$ cat config.mk
export PLATFORM = sky130hd
export DESIGN_NAME = sample_release_gate
export DESIGN_NICKNAME = d
export VERILOG_FILES = /design/src/rtl/srel_pkg.sv /design/src/rtl/srel_datapath.sv /design/src/rtl/srel_ctrl.sv /design/src/rtl/sample_release_gate.sv
export SDC_FILE = /design/constraint.sdc
export NUM_CORES = 1
export LEC_CHECK = 0
export ABC_CLOCK_PERIOD_IN_PS = 5750
export BUFFER_PORTS_ARGS = -buffer_cell sky130_fd_sc_hd__buf_2
export CAP_MARGIN = 20
export CORE_UTILIZATION = 57
export DETAILED_ROUTE_END_ITERATION = 7
export GPL_ROUTABILITY_DRIVEN = 0
export PLACE_DENSITY = 0.81
export SETUP_SLACK_MARGIN = 0.02
export SYNTH_ARGS = -nofsm -noshare
export SYNTH_HDL_FRONTEND = slang
export SYNTH_SLANG_ARGS = --single-unit
$ cat constraint.sdc
create_clock -name clk -period 5.75 [get_ports clk]
set_clock_uncertainty 0.1 [all_clocks]
set_input_delay 1.15 -clock clk [delete_from_list [all_inputs] [get_ports clk]]
set_output_delay 1.15 -clock clk [all_outputs]
set_load 0.03 [all_outputs]
$ cat src/rtl/srel_pkg.sv
package srel_pkg;

  typedef enum logic [2:0] {
    ST_HDR  = 3'd0,
    ST_CNT  = 3'd1,
    ST_HOLD = 3'd2,
    ST_SEND = 3'd3,
    ST_DROP = 3'd4
  } relState_t;

  // strobes from control to datapath
  typedef struct packed {
    logic capTs;
    logic capCnt;
    logic decCnt;
    logic emit;
    logic setLate;
    logic setUnder;
  } relCtrl_t;

endpackage

$ cat src/rtl/srel_datapath.sv
module srel_datapath
  import srel_pkg::*;
#(
  parameter int WORD_W = 32,
  parameter int CNT_W  = 16
) (
  input  logic              clk,
  input  logic              rstN,
  input  relCtrl_t          ctrl,
  input  logic [WORD_W-1:0] fifoData,
  input  logic              sampleStrobe,
  input  logic              timeLoad,
  input  logic [WORD_W-1:0] timeLoadValue,
  input  logic              lateClr,
  input  logic              underrunClr,
  output logic [WORD_W-1:0] timeNow,
  output logic [WORD_W-1:0] outSample,
  output logic              outValid,
  output logic              lateFlag,
  output logic              underrunFlag,
  output logic              tsGo,
  output logic              tsLate,
  output logic              cntLast,
  output logic              hdrCntZero
);

  localparam logic [CNT_W-1:0] CNT_ONE = CNT_W'(1);

  logic [WORD_W-1:0] tsReg;
  logic [CNT_W-1:0]  cntReg;
  logic [WORD_W-1:0] tsDiff;
  logic              tsImm;

  // time register: load beats strobe
  always_ff @(posedge clk) begin
    if (!rstN)             timeNow <= '0;
    else if (timeLoad)     timeNow <= timeLoadValue;
    else if (sampleStrobe) timeNow <= timeNow + 1'b1;
  end

  // header registers
  always_ff @(posedge clk) begin
    if (!rstN) begin
      tsReg  <= '0;
      cntReg <= '0;
    end else begin
      if (ctrl.capTs)       tsReg  <= fifoData;
      if (ctrl.capCnt)      cntReg <= fifoData[CNT_W-1:0];
      else if (ctrl.decCnt) cntReg <= cntReg - 1'b1;
    end
  end

  // compare
  always_comb begin
    tsDiff     = tsReg - timeNow;
    tsImm      = &tsReg;
    tsGo       = tsImm || (tsDiff == '0);
    tsLate     = !tsImm && tsDiff[WORD_W-1];
    cntLast    = (cntReg == CNT_ONE);
    hdrCntZero = (fifoData[CNT_W-1:0] == '0);
  end

  // output stage: constant-rate, zero fill
  always_ff @(posedge clk) begin
    if (!rstN) begin
      outValid  <= 1'b0;
      outSample <= '0;
    end else begin
      outValid  <= sampleStrobe;
      outSample <= (sampleStrobe && ctrl.emit) ? fifoData : '0;
    end
  end

  // sticky flags, set wins over clear
  always_ff @(posedge clk) begin
    if (!rstN) begin
      lateFlag     <= 1'b0;
      underrunFlag <= 1'b0;
    end else begin
      lateFlag     <= ctrl.setLate  | (lateFlag & ~lateClr);
      underrunFlag <= ctrl.setUnder | (underrunFlag & ~underrunClr);
    end
  end

endmodule

$ cat src/rtl/srel_ctrl.sv
module srel_ctrl
  import srel_pkg::*;
(
  input  logic     clk,
  input  logic     rstN,
  input  logic     fifoEmpty,
  input  logic     sampleStrobe,
  input  logic     tsGo,
  input  logic     tsLate,
  input  logic     cntLast,
  input  logic     hdrCntZero,
  output relCtrl_t ctrl,
  output logic     fifoRead
);

  relState_t state, stateNext;

  always_ff @(posedge clk) begin
    if (!rstN) state <= ST_HDR;
    else       state <= stateNext;
  end

  always_comb begin
    ctrl      = '0;
    stateNext = state;
    unique case (state)
      ST_HDR: begin
        if (!fifoEmpty) begin
          ctrl.capTs = 1'b1;
          stateNext  = ST_CNT;
        end
      end
      ST_CNT: begin
        if (!fifoEmpty) begin
          ctrl.capCnt = 1'b1;
          stateNext   = hdrCntZero ? ST_HDR : ST_HOLD;
        end
      end
      ST_HOLD: begin
        if (tsLate) begin
          ctrl.setLate = 1'b1;
          stateNext    = ST_DROP;
        end else if (tsGo && sampleStrobe) begin
          if (!fifoEmpty) begin
            ctrl.emit   = 1'b1;
            ctrl.decCnt = 1'b1;
            stateNext   = cntLast ? ST_HDR : ST_SEND;
          end else begin
            ctrl.setUnder = 1'b1;
            stateNext     = ST_SEND;
          end
        end
      end
      ST_SEND: begin
        if (sampleStrobe) begin
          if (!fifoEmpty) begin
            ctrl.emit   = 1'b1;
            ctrl.decCnt = 1'b1;
            if (cntLast) stateNext = ST_HDR;
          end else begin
            ctrl.setUnder = 1'b1;
          end
        end
      end
      ST_DROP: begin
        if (!fifoEmpty) begin
          ctrl.decCnt = 1'b1;
          if (cntLast) stateNext = ST_HDR;
        end
      end
      default: stateNext = ST_HDR;
    endcase
    fifoRead = ctrl.capTs | ctrl.capCnt | ctrl.decCnt;
  end

endmodule

$ cat src/rtl/sample_release_gate.sv
module sample_release_gate
  import srel_pkg::*;
#(
  parameter int WORD_W = 32,
  parameter int CNT_W  = 16
) (
  input  logic              clk,
  input  logic              rstN,
  input  logic [WORD_W-1:0] fifoData,
  input  logic              fifoEmpty,
  output logic              fifoRead,
  input  logic              sampleStrobe,
  input  logic              timeLoad,
  input  logic [WORD_W-1:0] timeLoadValue,
  output logic [WORD_W-1:0] timeNow,
  output logic [WORD_W-1:0] outSample,
  output logic              outValid,
  input  logic              lateClr,
  output logic              lateFlag,
  input  logic              underrunClr,
  output logic              underrunFlag
);

  relCtrl_t ctrl;
  logic     tsGo, tsLate, cntLast, hdrCntZero;

  srel_ctrl u_ctrl (
    .clk          (clk),
    .rstN         (rstN),
    .fifoEmpty    (fifoEmpty),
    .sampleStrobe (sampleStrobe),
    .tsGo         (tsGo),
    .tsLate       (tsLate),
    .cntLast      (cntLast),
    .hdrCntZero   (hdrCntZero),
    .ctrl         (ctrl),
    .fifoRead     (fifoRead)
  );

  srel_datapath #(.WORD_W(WORD_W), .CNT_W(CNT_W)) u_dp (
    .clk           (clk),
    .rstN          (rstN),
    .ctrl          (ctrl),
    .fifoData      (fifoData),
    .sampleStrobe  (sampleStrobe),
    .timeLoad      (timeLoad),
    .timeLoadValue (timeLoadValue),
    .lateClr       (lateClr),
    .underrunClr   (underrunClr),
    .timeNow       (timeNow),
    .outSample     (outSample),
    .outValid      (outValid),
    .lateFlag      (lateFlag),
    .underrunFlag  (underrunFlag),
    .tsGo          (tsGo),
    .tsLate        (tsLate),
    .cntLast       (cntLast),
    .hdrCntZero    (hdrCntZero)
  );

endmodule

# After elaboration in Yosys (flattened, before gate mapping)
# Index checks and enable logic that the tools add are counted.
[word_totals]
inputBits = 71
reg_bits = 118
[classes]
reduce_logical = 13
bitwise_logic = 8
n_eq_ne = 9
n_mux = 31
add_sub_neg = 3
[ops]
columns = ["op", "count"]
rows = [
  ["two-way mux 32 bit", 2],
  ["adder 32 x 1 -> 32 bit, second input constant", 1],
  ["zero test 32 bit", 1],
  ["two-way mux 16 bit", 2],
  ["AND reduction 32 bit", 1],
  ["subtractor 32 bit", 1],
  ["two-way mux 3 bit", 8],
  ["equality test 16 x 1 -> 1 bit, second input constant", 1],
  ["zero test 16 bit", 1],
  ["subtractor 16 x 1 -> 16 bit, second input constant", 1],
  ["one-hot mux 3 bit (5 select lines)", 1],
  ["two-way mux 2 bit", 6],
  ["two-way mux 1 bit", 9],
  ["equality test 3 x 2 -> 1 bit, second input constant", 2],
  ["inequality test 2 bit, second input constant", 3],
  ["OR 1 bit", 4],
  ["one-hot mux 1 bit (2 select lines)", 2],
  ["AND reduction 4 bit", 1],
  ["nonzero test 2 bit", 2],
  ["equality test 3 x 1 -> 1 bit, second input constant", 1],
  ["equality test 3 bit, second input constant", 1],
  ["logical AND 1 bit", 3],
  ["zero test 3 bit", 1],
  ["inequality test 3 x 2 -> 1 bit, second input constant", 1],
  ["6 further kinds", 8],
]

# Depth between registers and ports, before layout
# Gate-level depths: netlist (run 1).
[logic_depth]
depth_word = 9
mapped_depth = 15
depth_no_buf = 13

# By module
# Synthesis (run 1) repeated with hierarchy kept, for this count alone.
[hier_totals]
cells_unflattened = 870
area_unflattened_um2 = 7063.0
[modules_own_cells]
columns = ["module", "seq_area_each_um2", "area_each_um2", "cells_per_inst", "instances"]
rows = [
  ["srel_datapath", 2302.2, 6770.2, 828, 1],
  ["srel_ctrl", 60.1, 292.8, 42, 1],
]

# Worst setup path after synthesis (run 1)
# No wires, ideal clock.
[synth_timing]
path_type = "reg2out"
start = "register u_dp.timeNow[19]"
end = "output fifoRead"
t_required_ns = 4.500
arrival_time_ns = 3.669
setup_slack_ns = 0.831
stages_incl_launch_ff = 16
cell_sequence = "dfxtp_1 inv_1 ha_1 buf_6 a21oi_4 o22ai_1 a311o_1 a2111o_1 a2111oi_1 o2111ai_1 nor4_4 nand4_4 and2_4 buf_6 buf_6 nand2_1"
[synth_between]
elab_chain_len = 8
word_cells_on_any_way = 9
cone_classes = "add/sub (1); mux (3); bitwise (1); reduce/logical (4)"
[synth_lines]
columns = ["item", "line_no", "rtl"]
rows = [
  ["start, declared", "srel_datapath.sv:16", "output logic [WORD_W-1:0] timeNow,"],
  ["start signal, assigned", "srel_datapath.sv:37", "else if (timeLoad) timeNow <= timeLoadValue;"],
  ["start signal, assigned", "srel_datapath.sv:38", "else if (sampleStrobe) timeNow <= timeNow + 1'b1;"],
  ["subtractor 32 bit (*)", "srel_datapath.sv:55", "tsDiff = tsReg - timeNow;"],
  ["zero test 32 bit", "srel_datapath.sv:57", "tsGo = tsImm || (tsDiff == '0);"],
  ["logical OR 1 bit", "srel_datapath.sv:57", ""],
  ["logical AND 1 bit", "srel_ctrl.sv:43", "end else if (tsGo && sampleStrobe) begin"],
  ["two-way mux 2 bit", "srel_ctrl.sv:43", ""],
  ["two-way mux 2 bit (*)", "srel_ctrl.sv:40", "if (tsLate) begin"],
  ["one-hot mux 1 bit (3 select lines) (*)", "srel_ctrl.sv:26", "unique case (state)"],
  ["OR 1 bit (*)", "srel_ctrl.sv:73", "fifoRead = ctrl.capTs | ctrl.capCnt | ctrl.decCnt;"],
  ["end, declared", "sample_release_gate.sv:11", "output logic fifoRead,"],
]
# Mark *: on every way between the ends. The rest lies on a longest branch, timed or not.

# Worst setup path in the final report (run 1)
[layout_timing]
start = "register u_dp.timeNow[12]"
end = "output fifoRead"
# Same word-level chain as after synthesis.

==> metrics.yaml, run 1 <==
run_status: "finished, final reports clean"
postSynthAreaPerCell_um2: 7.56
syn-num-nets: 1122
path_clk_slew_ps: 50
switching_share_pct: 41.1
clk_latency_ps: 420
power.switching_mw: 1.43
p_seq_share_pct: 28.5
p_leak_nw: 3.73
slew_headroom_pct: 40.4
path_class: "flop to output pin"
period_minus_slack_ps: 5410
crit_end: "fifoRead"
period_share_pct: 94.1
rsz0062_at_grt: "false"
crit-reg2reg-launch: "u_dp.timeNow[12]"
rr_worst_depth: 13
slowest_delay_ps: 450
r2r_slack_ps: 1490
startpoint_type: "flop"
diodes: 0
num_vias: 8083
clk_path_buf_depth: 2
initial_core_util_pct: 58.2
finalMaxSlewViolations: 0
detailed_place_hpwl_um: 16500
design_power_total_mw: 3.46
synth-seq-cells: 118
cts_hold_buf: 0
wl_per_cell_um: 17.4
vias_per_cell: 6.17
die_w_um: 118
timing.critical_path.from: "u_dp.timeNow[12]"
grt_pass1_vias: 7653
overflow: 0
clock-sinks: 118
final_net_count: 1228
syn_inst: 1016
p_comb_share_pct: 43.8
synth_top_area_share_pct: 30.8
crit_family: "compound AO/OA/AOI/OAI gates"
required_ps: 4500
post-synth-top-area-cell: "dfxtp_1"
layout_commonest_cell: "nand2_1"
cts_htree_levels: 4
num_rows: 42
syn2layout_area_growth_pct: 16.8
async_flop_share_pct: 0
ioPinCount: 139
synth.area.top_cells: "dfxtp_1, a21oi_1, nand2_1, ha_1, nor2_1"
mappedNetlistArea_um2: 7680
cap_viol_max_count: 0
yosysWarnings: 0
cts_tree: "built"
final_cell_mix: "nand2_1, buf_2, a21oi_1"
port_buffers: 138
yosysUniqueCellTypes: 76
path_max_fanout: 16
p_int_mw: 2.04
end_kind: "output pin"
r2r-end: "u_dp.outSample[23]"
p_clk_share_pct: 27.8
tns_ps: 0
min_path_type: "flop to flop"
worst_slew_pin_slew_ps: 893
grt_max_degree: 81
die_area_um2: 13900
die_h_um: 118
layout-drive-gt1-share_pct: 18.2
ir_drop_mv: 0.238
drc: 0
crit_path_top_delay_cell: "ha_1"
cp_cell_sequence: "inv_1, ha_1, a21oi_1, o21ai_1, nor2b_1, a2111o_1, a2111oi_1, o2111ai_1, nor4_4, nand4_4, and2_4, nand2_1, buf_2"
setup_viol: 0
crit_arrival_ps: 4160
drtAntennaViolNets: 0
grtUsageTotal_pct: 32.6
path_buf_inv: 2
max_freq_ghz: 0.185
power.density_nw_per_um2: 386
drt_iter0_drc: 723
finalWirelength_um: 22800
synth-seq-area-share_pct: 30.8
first_pass_iters: 5
synth-edff-count: 0
setup_ws_ps: 341
final_hold_viol_count: 0
numCtsBuffers: 17
fp.coreArea_um2: 13200
antenna_found_initial: 0
crit_cells: 13
cts.root.buffer_cell: "clkbuf_16"
grt_pass1_wl_um: 36800
post-place-ws_ps: 583
synth_flop_cell: "dfxtp_1"
==> how the worst min path moves through the flow <==
stage                      start                 to  slack, ps  cells after the start
4_1_cts          u_dp.cntReg[14]    u_dp.cntReg[14]        380                      2
2_1_floorplan      u_dp.tsReg[0]      u_dp.tsReg[0]        350                      2
6_report         u_dp.cntReg[14]    u_dp.cntReg[14]        380                      2
3_3_place_gp   u_dp.underrunFlag  u_dp.underrunFlag        360                      2
5_1_grt            u_dp.tsReg[0]      u_dp.tsReg[0]        390                      2
3_5_place_dp       u_dp.lateFlag      u_dp.lateFlag        370                      2
==> power by group through the flow <==
stage / clock (mW) / sequential (mW) / combinational (mW)
floorplan: 0 / 0.993 / 1.14
global placement: 0 / 0.996 / 1.44
detailed placement: 0 / 0.998 / 1.46
CTS: 0.967 / 0.981 / 1.47
global route: 1.00 / 0.994 / 1.66
finish: 0.962 / 0.986 / 1.52
==> synthesized netlist by cell type, drive strengths merged, types with 3 or more instances <==
| master | number |
|---|---|
| a2111oi | 5 |
| or3 | 9 |
| o21bai | 5 |
| a31oi | 8 |
| xor2 | 3 |
| ha | 34 |
| inv | 48 |
| o31a | 3 |
| o31ai | 6 |
| and2 | 7 |
| nand3 | 19 |
| nor4b | 34 |
| nand4 | 26 |
| a21o | 8 |
| nand2 | 143 |
| o21a | 12 |
| a21oi | 135 |
| nor4 | 13 |
| o2111ai | 7 |
| o221ai | 3 |
| and3 | 11 |
| xnor2 | 37 |
| a211o | 3 |
| buf | 24 |
| dfxtp | 118 |
| o211ai | 7 |
| a211oi | 8 |
| nand2b | 7 |
| clkbuf | 39 |
| o32ai | 15 |
| mux2i | 3 |
| nor3 | 31 |
| a21boi | 3 |
| nor2 | 107 |
| nor2b | 6 |
| o21ai | 30 |
| a22oi | 4 |
==> flip-flops by register name, summed over array words and instances (netlist names) <==
| signal | count |
|---|---|
| u_dp.outSample | 32 |
| u_dp.lateFlag | 1 |
| u_dp.cntReg | 16 |
| u_dp.tsReg | 32 |
| u_dp.underrunFlag | 1 |
| u_dp.outValid | 1 |
| u_dp.timeNow | 32 |
| u_ctrl.state | 3 |
==> logic make-up (layout without fill, tap and decap cells) <==
family          after synthesis  in the layout  synth area share [%]
simple gates                425            425                  27.5
flops                       118            118                  30.8
buf+inv                     111            230                  6.08
xor+xnor                     40             40                  4.56
fa+ha+maj                    35             35                  5.80
mux                           3              3                 0.391
compound gates              284            284                  24.9
==> layer usage <==
metal  track usage (%)  up-vias  routed length (um)
li1                  -     3882                   -
met1              43.0     3759                9640
met2              50.7      362               10400
met3              6.69       80                1830
met4              15.9        0                 885
met5                 0        -                   0
==> worst reg2reg max path: cells and delay by family, from the launching register on <==
| family | cells | cell delay, ps |
|---|---|---|
| fa+ha+maj | 1 | 450 |
| compound gates | 5 | 1450 |
| buf+inv | 2 | 330 |
| flops | 1 | 400 |
| simple gates | 5 | 1410 |
==> repair_timing <==
action / 4_1_cts / 5_1_grt
endpoints found under the hold margin: 0 / 0
endpoints found under the setup margin: 0 / 1
buffers inserted: 0 / 2
gates resized for setup: 0 / 1
==> metrics by stage <==
stage	hold slack (ps)	instance area [um^2]	cells	util (%)
6_report	381	8970	1311	68.0
3_5_place_dp	368	8380	1275	63.5
2_1_floorplan	350	7680	1016	-
4_1_cts	381	8910	1307	67.5
5_1_grt	394	8970	1311	68.0
3_3_place_gp	356	8380	1275	63.5
==> area by class of cell <==
cell class                 count  area (um^2)
multi-input combinational    787         4870
fill                        1148         4220
sequential                   118         2360
timing repair buffer         150          808
clock buffer                  22          444
tap                          176          220
inverter                      48          180
clock inverter                10         82.6
Note: power is estimated with default switching activity, not from simulation.
==> run 2, diff against run 1 <==
--- a/config.mk
+++ b/config.mk
@@ -5,7 +5,7 @@
 export SDC_FILE = /design/constraint.sdc
 export NUM_CORES = 1
 export LEC_CHECK = 0
-export ABC_CLOCK_PERIOD_IN_PS = 5750
+export ABC_CLOCK_PERIOD_IN_PS = 5100
 export BUFFER_PORTS_ARGS = -buffer_cell sky130_fd_sc_hd__buf_2
 export CAP_MARGIN = 20
 export CORE_UTILIZATION = 57
==> constraint.sdc (replaced) <==
create_clock -name clk -period 5.1 [get_ports clk]
set_clock_uncertainty 0.1 [all_clocks]
set_input_delay 1.02 -clock clk [delete_from_list [all_inputs] [get_ports clk]]
set_output_delay 1.02 -clock clk [all_outputs]
set_load 0.03 [all_outputs]
==> run 2 against run 1 <==
Combinational power grew 16%. Sequential cell count is the same. Worst setup slack lost 190 ps. Die area is the same. Highest routed layer is now met5. First-iteration DRC count grew 22%. Global-route usage shrank 0.26 points. Sequential share of layout area shrank 0.67 points. Register-to-register slack lost 660 ps.
==> metrics.yaml, run 2 (synthesis results as in run 1) <==
wl_per_cell_um: 17.5
die_area_um2: 13900
drc: 0
cts_tree: "built"
finalWirelength_um: 23100
die_h_um: 118
power.density_nw_per_um2: 450
slew_headroom_pct: 27.3
end_kind: "output pin"
antenna_found_initial: 1
num_rows: 42
run_status: "finished, final reports clean"
p_seq_share_pct: 26.9
initial_core_util_pct: 58.2
detailed_place_hpwl_um: 16200
path_clk_slew_ps: 50
grtUsageTotal_pct: 32.4
finalMaxSlewViolations: 0
port_buffers: 138
tns_ps: 0
path_max_fanout: 8
clk_path_buf_depth: 2
switching_share_pct: 39.6
placed_area_um2: 8390
required_ps: 3980
p_clk_share_pct: 30.6
grt_max_degree: 81
cts_hold_buf: 0
slowest_delay_ps: 410
first_pass_iters: 5
reg_top3: "u_dp.outSample x32, u_dp.timeNow x32, u_dp.tsReg x32"
layout-drive-gt1-share_pct: 20.9
numCtsBuffers: 17
cp_cell_sequence: "inv_1, ha_1, a21oi_2, o22ai_1, a311o_1, a2111o_1, a2111oi_2, o2111ai_2, nor4_4, nand4_4, and2_4, nand2_1, clkbuf_4"
clock-sinks: 118
vias_per_cell: 6.26
final_net_count: 1234
worst_slew_pin_slew_ps: 1090
overflow: 0
design_power_total_mw: 4.14
clk_latency_ps: 420
ir_drop_mv: 0.319
drt_iter0_drc: 882
crit_arrival_ps: 3830
final_cell_mix: "nand2_1, buf_2, a21oi_1"
period_share_pct: 97.1
final_hold_viol_count: 0
cts_htree_levels: 4
crit_path_top_delay_cell: "ha_1"
period_minus_slack_ps: 4950
layout_commonest_cell: "nand2_1"
fp.coreArea_um2: 13200
grt_pass1_wl_um: 36400
diodes: 0
cap_viol_max_count: 0
p_leak_nw: 3.81
syn2layout_area_growth_pct: 19.9
p_int_mw: 2.50
min_path_type: "flop to flop"
cts.root.buffer_cell: "clkbuf_16"
path_class: "flop to output pin"
setup_viol: 0
p_comb_share_pct: 42.5
drtAntennaViolNets: 0
ioPinCount: 139
startpoint_type: "flop"
fillers: 1119
multiInputGateArea_um2: 4960
grt_pass1_vias: 7604
seqCellArea_um2: 2360
rsz0062_at_grt: "false"
max_freq_ghz: 0.202
num_vias: 8243
design_area_um2: 9210
die_w_um: 118
power.switching_mw: 1.64
==> run 2: cell count changes in the layout (fill, tap and decap cells not counted), moves of 2 or more <==
| cell | before | now |
|---|---|---|
| clkbuf_1 | 5 | 0 |
| clkbuf_8 | 0 | 5 |
| a21oi_1 | 133 | 129 |
| ha_2 | 0 | 8 |
| clkinv_2 | 6 | 1 |
| buf_4 | 10 | 17 |
| a21oi_2 | 1 | 5 |
| o2111ai_2 | 0 | 3 |
| ha_1 | 34 | 26 |
| bufinv_16 | 1 | 3 |
| o2111ai_1 | 7 | 4 |
==> run 2: worst max-delay path, delay by kind of cell (launching register included) <==
family                     cells  cell delay [ps]
and+or+nand+nor                4              750
buffers and inverters          2              260
DFF                            1              350
AOI/OAI and AO/OA              6             1620
adders and majority gates      1              410
==> run 2: final cells by class <==
| type | instances | area share [%] |
|---|---|---|
| multi-input combinational | 787 | 53.9 |
| sequential | 118 | 25.7 |
| timing repair buffer | 156 | 9.21 |
| clock buffer | 22 | 5.37 |
| tap | 176 | 2.39 |
| inverter | 48 | 1.96 |
| clock inverter | 10 | 1.55 |
==> run 2: power by group through the flow <==
stage / registers (mW) / clock network, mW / logic, mW
6_report: 1.11 / 1.27 / 1.76
5_1_grt: 1.12 / 1.32 / 1.91
4_1_cts: 1.11 / 1.28 / 1.66
3_5_place_dp: 1.12 / 0 / 1.64
3_3_place_gp: 1.12 / 0 / 1.62
2_1_floorplan: 1.12 / 0 / 1.28
==> run 2: what timing repair did <==
action,CTS,global route
buffers inserted,4,3
resized for setup,4,21
endpoints found under the setup margin,1,1
pin swaps,4,6
hold endpoints to repair,0,0
==> run 2: layer usage <==
layer,wire [um],global-route usage [%],vias to the layer above
met5,10,0,-
met3,2120,6.93,74
li1,-,-,3900
met1,9610,41.4,3838
met4,815,15.8,2
met2,10500,51.6,429
==> run 2: per-stage QoR <==
step           util (%)  std cells  setup slack [ps]  hold WS, ps
3_5_place_dp       63.6       1277               361          367
6_report           69.8       1317               149          377
3_3_place_gp       63.6       1277               392          355
4_1_cts            68.9       1313              91.9          376
5_1_grt            69.8       1317              10.4          395
2_1_floorplan         -       1016               311          350
==> run 2: worst paths after layout <==
kind	slack (ps)	cells past startpoint	endpoint	startpoint
max	150	13	fifoRead	u_dp.timeNow[17]
max reg2reg	830	15	u_dp.outSample[26]	u_dp.timeNow[0]
min	380	2	u_dp.underrunFlag	u_dp.underrunFlag
min reg2reg	380	2	u_dp.underrunFlag	u_dp.underrunFlag
